[src/rtl/rpu_pkg.sv]
package rpu_pkg;

    localparam int MODE_W = 4;
    typedef logic [MODE_W-1:0] mode_t;

    localparam mode_t MODE_NOALLOC = 4'b0000;
    localparam mode_t MODE_WTHRU   = 4'b0001;
    localparam mode_t MODE_BYPASS  = 4'b0010;
    localparam mode_t MODE_NOSUPP  = 4'b0011;
    localparam mode_t MODE_WBACK   = 4'b0100;
    localparam mode_t MODE_ISOLATE = 4'b1110;

    typedef enum logic [1:0] {
        KIND_FETCH = 2'd0,
        KIND_LOAD  = 2'd1,
        KIND_STORE = 2'd2
    } kind_e;

    typedef enum logic [1:0] {
        CAUSE_NONE  = 2'd0,
        CAUSE_FETCH = 2'd1,
        CAUSE_LOAD  = 2'd2,
        CAUSE_STORE = 2'd3
    } cause_e;

    typedef enum logic [2:0] {
        ATTR_NONE    = 3'd0,
        ATTR_ALLOC   = 3'd1,
        ATTR_NOALLOC = 3'd2,
        ATTR_BYPASS  = 3'd3,
        ATTR_WTHRU   = 3'd4,
        ATTR_WBACK   = 3'd5,
        ATTR_ISOLATE = 3'd6
    } attr_e;

    typedef struct packed {
        cause_e cause;
        attr_e  attr;
    } verdict_t;

    function automatic cause_e cause_of(kind_e k);
        case (k)
            KIND_FETCH: return CAUSE_FETCH;
            KIND_LOAD:  return CAUSE_LOAD;
            default:    return CAUSE_STORE;
        endcase
    endfunction

    // Raw policy for one access; ATTR_NONE means the access faults.
    function automatic attr_e raw_attr(mode_t m, kind_e k, bit wb_opt);
        attr_e a;
        a = ATTR_NONE;
        case (m)
            MODE_NOALLOC: a = (k == KIND_FETCH) ? ATTR_NONE :
                              (k == KIND_LOAD)  ? ATTR_NOALLOC : ATTR_WTHRU;
            MODE_WTHRU:   a = (k == KIND_STORE) ? ATTR_WTHRU : ATTR_ALLOC;
            MODE_BYPASS:  a = ATTR_BYPASS;
            MODE_WBACK:   a = (k != KIND_STORE) ? ATTR_ALLOC :
                              (wb_opt ? ATTR_WBACK : ATTR_WTHRU);
            MODE_ISOLATE: a = (k == KIND_FETCH) ? ATTR_NONE : ATTR_ISOLATE;
            default:      a = ATTR_NONE;
        endcase
        return a;
    endfunction

endpackage

[src/rtl/rpu_mode_table.sv]
module rpu_mode_table
    import rpu_pkg::*;
#(
    parameter int    ENTRIES    = 8,
    parameter mode_t RESET_MODE = MODE_BYPASS,
    localparam int   IDX_W      = $clog2(ENTRIES)
) (
    input  logic             clk,
    input  logic             rst,
    input  logic             wr_en,
    input  logic [IDX_W-1:0] wr_idx,
    input  mode_t            wr_mode,
    input  logic [IDX_W-1:0] rd_idx,
    output mode_t            rd_mode
);

    mode_t entry_q [ENTRIES];

    for (genvar g = 0; g < ENTRIES; g++) begin : g_entry
        always_ff @(posedge clk) begin
            if (rst) begin
                entry_q[g] <= RESET_MODE;
            end else if (wr_en && (wr_idx == IDX_W'(g))) begin
                entry_q[g] <= wr_mode;
            end
        end
    end

    // Read returns the stored value; a write in this cycle is seen next cycle.
    assign rd_mode = entry_q[rd_idx];

endmodule

[src/rtl/rpu_classify.sv]
module rpu_classify
    import rpu_pkg::*;
#(
    parameter bit HAS_CACHE = 1'b1,
    parameter bit WB_OPTION = 1'b1
) (
    input  mode_t    mode,
    input  kind_e    kind,
    output verdict_t verdict
);

    attr_e policy;

    always_comb begin
        policy = raw_attr(mode, kind, WB_OPTION);
        if (policy == ATTR_NONE) begin
            verdict.cause = cause_of(kind);
            verdict.attr  = ATTR_NONE;
        end else begin
            verdict.cause = CAUSE_NONE;
            verdict.attr  = HAS_CACHE ? policy : ATTR_BYPASS;
        end
    end

endmodule

[src/rtl/region_prot_unit.sv]
module region_prot_unit
    import rpu_pkg::*;
#(
    parameter int ADDR_W    = 32,
    parameter int REGIONS   = 8,
    parameter bit HAS_CACHE = 1'b1,
    parameter bit WB_OPTION = 1'b1,
    localparam int RIDX_W   = $clog2(REGIONS)
) (
    input  logic              clk,
    input  logic              rst,
    input  logic              ifetch_valid,
    input  logic [ADDR_W-1:0] ifetch_addr,
    input  logic              dreq_valid,
    input  logic [ADDR_W-1:0] dreq_addr,
    input  logic              dreq_is_store,
    input  logic              cfg_we,
    input  logic              cfg_table,
    input  logic [RIDX_W-1:0] cfg_region,
    input  logic [3:0]        cfg_mode,
    output logic              ifetch_rsp_valid,
    output logic [1:0]        ifetch_exc_cause,
    output logic [2:0]        ifetch_attr,
    output logic              dreq_rsp_valid,
    output logic [1:0]        dreq_exc_cause,
    output logic [2:0]        dreq_attr
);

    localparam verdict_t IDLE_VERDICT = '{cause: CAUSE_NONE, attr: ATTR_NONE};

    logic [RIDX_W-1:0] f_region, d_region;
    mode_t             f_mode, d_mode;
    kind_e             d_kind;
    verdict_t          f_verdict, d_verdict;
    verdict_t          f_q, d_q;
    logic              f_vld_q, d_vld_q;

    assign f_region = ifetch_addr[ADDR_W-1 -: RIDX_W];
    assign d_region = dreq_addr[ADDR_W-1 -: RIDX_W];
    assign d_kind   = dreq_is_store ? KIND_STORE : KIND_LOAD;

    rpu_mode_table #(.ENTRIES(REGIONS), .RESET_MODE(MODE_BYPASS)) fetch_tbl_i (
        .clk     (clk),
        .rst     (rst),
        .wr_en   (cfg_we && !cfg_table),
        .wr_idx  (cfg_region),
        .wr_mode (cfg_mode),
        .rd_idx  (f_region),
        .rd_mode (f_mode)
    );

    rpu_mode_table #(.ENTRIES(REGIONS), .RESET_MODE(MODE_BYPASS)) data_tbl_i (
        .clk     (clk),
        .rst     (rst),
        .wr_en   (cfg_we && cfg_table),
        .wr_idx  (cfg_region),
        .wr_mode (cfg_mode),
        .rd_idx  (d_region),
        .rd_mode (d_mode)
    );

    rpu_classify #(.HAS_CACHE(HAS_CACHE), .WB_OPTION(WB_OPTION)) fetch_cls_i (
        .mode    (f_mode),
        .kind    (KIND_FETCH),
        .verdict (f_verdict)
    );

    rpu_classify #(.HAS_CACHE(HAS_CACHE), .WB_OPTION(WB_OPTION)) data_cls_i (
        .mode    (d_mode),
        .kind    (d_kind),
        .verdict (d_verdict)
    );

    always_ff @(posedge clk) begin
        if (rst) begin
            f_vld_q <= 1'b0;
            d_vld_q <= 1'b0;
            f_q     <= IDLE_VERDICT;
            d_q     <= IDLE_VERDICT;
        end else begin
            f_vld_q <= ifetch_valid;
            d_vld_q <= dreq_valid;
            f_q     <= ifetch_valid ? f_verdict : IDLE_VERDICT;
            d_q     <= dreq_valid   ? d_verdict : IDLE_VERDICT;
        end
    end

    assign ifetch_rsp_valid = f_vld_q;
    assign ifetch_exc_cause = f_q.cause;
    assign ifetch_attr      = f_q.attr;
    assign dreq_rsp_valid   = d_vld_q;
    assign dreq_exc_cause   = d_q.cause;
    assign dreq_attr        = d_q.attr;

endmodule

[config.mk]
export PLATFORM = sky130hd
export DESIGN_NAME = region_prot_unit
export DESIGN_NICKNAME = d
export VERILOG_FILES = /design/src/rtl/rpu_pkg.sv /design/src/rtl/rpu_mode_table.sv /design/src/rtl/rpu_classify.sv /design/src/rtl/region_prot_unit.sv
export SDC_FILE = /design/constraint.sdc
export NUM_CORES = 1
export LEC_CHECK = 0
export ABC_AREA = 1
export BUFFER_PORTS_ARGS = -buffer_cell sky130_fd_sc_hd__buf_2
export CORE_MARGIN = 1
export CORE_UTILIZATION = 25
export CTS_BUF_LIST = sky130_fd_sc_hd__clkbuf_2
export DETAILED_ROUTE_END_ITERATION = 10
export PLACE_DENSITY = 0.46
export SYNTH_ARGS = -nofsm -noshare
export SYNTH_HDL_FRONTEND = slang
export SYNTH_SLANG_ARGS = --single-unit
[constraint.sdc]
create_clock -name clk -period 1.3 [get_ports clk]
set_input_delay 0.065 -clock clk [delete_from_list [all_inputs] [get_ports clk]]
set_output_delay 0.065 -clock clk [all_outputs]
set_load 0.005 [all_outputs]
* Yosys cells after proc, flatten, opt, wreduce, memory -nomap -nowiden
Memory sizes are Yosys's and may differ from the RTL's.
Index checks and enable logic that the tools add are counted.
** Word-level totals
- Bits in writable memories :: 64
- Memories kept :: 2
- Word-level logic and storage cells :: 149
- Bits in registers :: 12
- Bits of input ports :: 78
** Memory list
- data_tbl_i.entry_q :: words 8, width 4, rd ports 1, clocked after memory_dff 0, wr ports 8, line rpu_mode_table.sv:17 : mode_t entry_q [ENTRIES];
- fetch_tbl_i.entry_q :: words 8, width 4, rd ports 1, clocked after memory_dff 0, wr ports 8, line rpu_mode_table.sv:17
** Cells by class
- Equality and inequality tests :: 17
- Reduce and logical (&&, ||, !) cells :: 29
- Mux-type cells :: 76
- Bitwise operators :: 19
** Operator list (count)
- $mux W4 :: 17
- $mux W1 :: 50
- $logic_and A1 B1 Y1 :: 18
- $or A1 B1 Y1 :: 16
- $mux W3 :: 5
- $pmux W3 S5 :: 1
- $eq A3 B3 Y1 const B :: 4
- $logic_not A3 Y1 :: 3
- $reduce_or A3 Y1 :: 3
- $eq A4 B1 Y1 const B :: 2
- $eq A4 B2 Y1 const B :: 2
- $eq A4 B3 Y1 const B :: 2
- $pmux W2 S2 :: 2
- $eq A3 B2 Y1 const B :: 2
- $eq A4 B4 Y1 const B :: 1
- $logic_not A4 Y1 :: 1
- $reduce_or A2 Y1 :: 2
- $eq A3 B1 Y1 const B :: 1
- $not A1 Y1 :: 3
- $eq A2 B1 Y1 const B :: 1
- $eq A2 B2 Y1 const B :: 1
- $logic_not A2 Y1 :: 1
- $mux W2 :: 1
- $ne A2 B2 Y1 const B :: 1
- $logic_not A1 Y1 :: 1

* Logic depth before layout (Yosys ltp)
- Word-level depth :: 8
- Gate-level depth with buffers :: 14

* By module
Synthesis repeated with hierarchy kept, for this count alone.
** Unflattened totals
- Cell total of the unflattened synthesis :: 535
- Area total of the unflattened synthesis :: 4144.0 µm²
** By module, submodules not included
- rpu_mode_table at fetch_tbl_i :: times used 1, area an instance 1730.4 µm², cells an instance 212, seq. area each 960.9 µm²
- rpu_mode_table at data_tbl_i :: times used 1, area an instance 1724.2 µm², cells an instance 212, seq. area each 960.9 µm²
- region_prot_unit :: times used 1, area an instance 384.1 µm², cells an instance 43, seq. area each 240.2 µm²
- rpu_classify :: times used 2, area an instance 152.6 µm², cells an instance 34, seq. area each 0.0 µm²

* Least setup slack after synthesis
No wires, ideal clock.
- Path type :: in2reg
- From :: input port rst
- To :: memory data_tbl_i.entry_q[0][0] (netlist name) (enable)
- Library setup time :: 0.308 ns
- Path buffers :: 2
- Cell stages on the path :: 4
- Data arrival time :: 0.877 ns
- Data required time :: 0.992 ns
- Slack :: 0.115 ns
- Cells stage by stage :: clkbuf_1 clkinv_1 clkbuf_1 nand2_1
** RTL lines
- start, declared :: line region_prot_unit.sv:11 : input logic rst,
- end, declared :: line rpu_mode_table.sv:17

* Worst setup path in the final report
- From :: memory data_tbl_i.entry_q[3][2] (netlist name)
- To :: register d_q, in the netlist dreq_exc_cause[0]
** On the way
- Word-level cells in the longest chain between the ends :: 6
- Elaborated cells on any way between the ends :: 10
** RTL lines
- $mem_v2 Z8 W4 (*)
- $eq A4 B4 Y1 (tied with other cells) :: line rpu_pkg.sv:53 : case (m)
- $pmux W3 S5 (*) :: line rpu_pkg.sv:53
- $logic_not A3 Y1 (*) :: line rpu_classify.sv:16 : if (policy == ATTR_NONE) begin
- $not A1 Y1 (no source line) (*)
- $reduce_or A3 Y1 (no source line) (*)
- end signal, assigned :: line region_prot_unit.sv:84 : d_q <= dreq_valid ? d_verdict : IDLE_VERDICT;
- end, declared :: line region_prot_unit.sv:35 : verdict_t f_q, d_q;
Mark *: on every way between the ends. The rest lies on a longest branch, timed or not.
A chain may end at the register's enable or synchronous reset.

==> metrics.md <==
| Metric | Value |
|---|---|
| H-tree levels | 3 |
| #FFs+latches synth | 74 |
| Area growth, synth to finish | 18.21% |
| Vias | 3,011 |
| Maximum VDD drop | 0.0003013 V |
| Clk root buf | clkbuf_2 |
| PortBufs | 29 |
| Maxcap violations | 0 |
| Synthesized instance count | 475 |
| Share of post-route cells with drive strength above 1 | 19.27% |
| Largest net degree at the start of global routing | 19 |
| Core Area | 14,700 sq um |
| CTS Sinks | 74 |
| Initial antenna violation count | 1 |
| DRC | 0 |
| Yosys cell types | 23 |
| Final Power | 0.004450 W |
| Most frequent cells in the layout | nor2_1, nand2_1, inv_1 |
| Crit. End Element | register |
| Clk buf depth | 2 |
| Mapped Area | between 3000 and 4000 sq um |
| Gpl congestion | ~0.76 |
| CP max FO | 3 |
| Comb power frac | 15.4% |
| Clock power frac | between 20% and 30% |
| Final Slew Violations | 0 |
| Fillers | 1,578 |
| Final Util | between 30% and 40% |
| Storage cell area | roughly 2100 sq um |
| Nets | 599 |
| Dpl hpwl | 6158 um |
| Setup CP Type | reg2reg |
| Initial drt markers | 172 |
| DP Worst Slack | -0.04511 ns |
| Syn. warnings | 0 |
| TritonCTS clock tree | yes |
| Hold WS | 0.06430 ns |
| Area of the multi-input gates | around 1400 sq um |
| Syn Area/Cell | 8.000 sq um |
| Fin crit share | 101.9% |
| RSZ-0062 raised after global routing | yes |
| Inserted Clock Buffers | 9 |
| Post-CTS Setup Repair Bufs | 0 |
| Switching share of total power | 28.64% |
| Top post-synthesis cells by area | edfxtp_1, nand2_1, nor2_1 |
| Vias per std cell | 4.247 |
| Drt pass-1 iters | 6 |
| Clock latency on the worst-skew pair | between 0.5 and 0.6 ns |
| Violated checks | setup timing |
| P_leak | 1.979 nW |
| Startpoint Class | register |
| Full die area | approximately 16,000 sq um |
| Worst EP arrival | 1.78 ns |
| Initial core utilization | between 20% and 30% |
| Final Hold Fails | 0 |
| Final critical-path required period | 1.324 ns |
| Tot GR Track Use | 11.93% |
| Sequential fraction of the synthesis area | a little under three fifths |
| Row Count | 44 |
| Gr ovfl total | 0 |
| Die Ht | 125.3 um |
| Fmax | 0.7552 GHz |
| Required @ worst endpoint | 1.76 ns |
| Commonest non-fill, non-tap cell in the layout | nor2_1 |
| Power Dens Cells | 990.8 nW/um^2 |
| Sequential share of power | about three fifths |
| Global-route wire length before repair | 14,330 um |
| Worst-path clk slew | 0.20 ns |
| Final worst setup slack | -0.02412 ns |
| Final wirelength | 8696 um |
| Number of global-route vias before repair | roughly 3,000 |
| Max Clock Skew | ~0.018 ns |
| Setup_tns | -0.03793 ns |
| Antenna-violating nets left | 0 |
| NetSw | 0.001275 W |
| P_int | 0.003176 W |
| Outcome | finished, violations left |
| Wire per inst | 12.27 um |
| Largest area contributor in the netlist | edfxtp_1 |
| Final setup violating endpoints | 2 |
| Yosys top cell area share | 50.58% |
| Die width | 125.3 um |
| I/O Pins | 90 |
| HP Class | in2reg |
## what timing repair did
item | in CTS | in global routing
endpoints found under the setup margin | 7 | 11
pin swaps | 10 | 15
resized for setup | 20 | 15
endpoints found under the hold margin | 21 | 1
hold buffers | 8 | 1
## layout make-up
type	instances	share of cell area, %
clock inverters	4	0.4735
inverters	78	6.630
well taps	184	5.125
diodes	1	0.05571
multi-input cells	306	30.95
repair buffers	52	8.412
clock buffers	10	1.114
flip-flops and latches	74	47.24
## stage by stage
stage | cell area (sq um) | instances
after CTS | 4434 | 707
final | 4492 | 709
after detailed placement | 4210 | 685
after global placement | 4210 | 685
after floorplan | 3804 | 476
after global routing | 4492 | 709
## Yosys cell counts, drive strengths merged
cell    count
nand2     125
nor2      114
inv        77
edfxtp     64
nand3      35
o21ai      21
buf        11
dfxtp      10
clkbuf      7
nor3        7
a21oi       2
clkinv      1
conb        1
## worst paths after layout
path	depth (start not counted)	slack, ns	to	startpoint
max	11	-0.02	dreq_exc_cause[0]	data_tbl_i.entry_q[3][2]
min	4	0.06	fetch_tbl_i.entry_q[4][0]	cfg_mode[0]
max reg2reg	11	-0.02	dreq_exc_cause[0]	data_tbl_i.entry_q[3][2]
min reg2reg	5	0.77	ifetch_attr[1]	fetch_tbl_i.entry_q[3][0]
## cells by family (layout without fill, tap and decap cells)
kind of cell | count (synthesis) | count (layout) | share of synthesized area, %
and+or+nand+nor | 281 | 281 | 30.26
buffers and inverters | 96 | 144 | 10.77
DFF | 74 | 74 | 55.84
AOI/OAI and AO/OA | 23 | 23 | 3.029
other | 1 | 3 | 0.09869
## state kept, by name, indices dropped and copies added (netlist names)
name and count:
ifetch_attr 2, dreq_attr 3, fetch_tbl_i.entry_q 32, dreq_exc_cause 2
dreq_rsp_valid 1, ifetch_rsp_valid 1, data_tbl_i.entry_q 32, ifetch_exc_cause 1
## per-layer routing
metal	up-vias	part of all wire, %	track usage, %
met3	9	4.1	2.439
met1	1392	46	15.10
met4	0	1.2	4.663
met5	-	0	0
li1	1554	-	-
met2	56	48	19.95
## power by group through the flow
stage                     clock, W  combinational (W)  sequential, W
after global routing       0.00115           0.000781        0.00276
after floorplan                  0           0.000416        0.00279
after detailed placement         0           0.000620        0.00280
after global placement           0           0.000612        0.00280
after CTS                  0.00104           0.000672        0.00275
final                      0.00102           0.000687        0.00274
## worst max-delay path, cell delays in order (launching register included)
cell and delay (ns):
edfxtp_1 0.42, inv_1 0.06, nand2_1 0.05, nand3_1 0.10
nand2_1 0.06, nand2_1 0.08, nand2_2 0.08, nand2_2 0.09
nor2_4 0.04, nor2_1 0.09, nand3_1 0.10, nor2_1 0.10
Power figures use the tool's default switching activity.
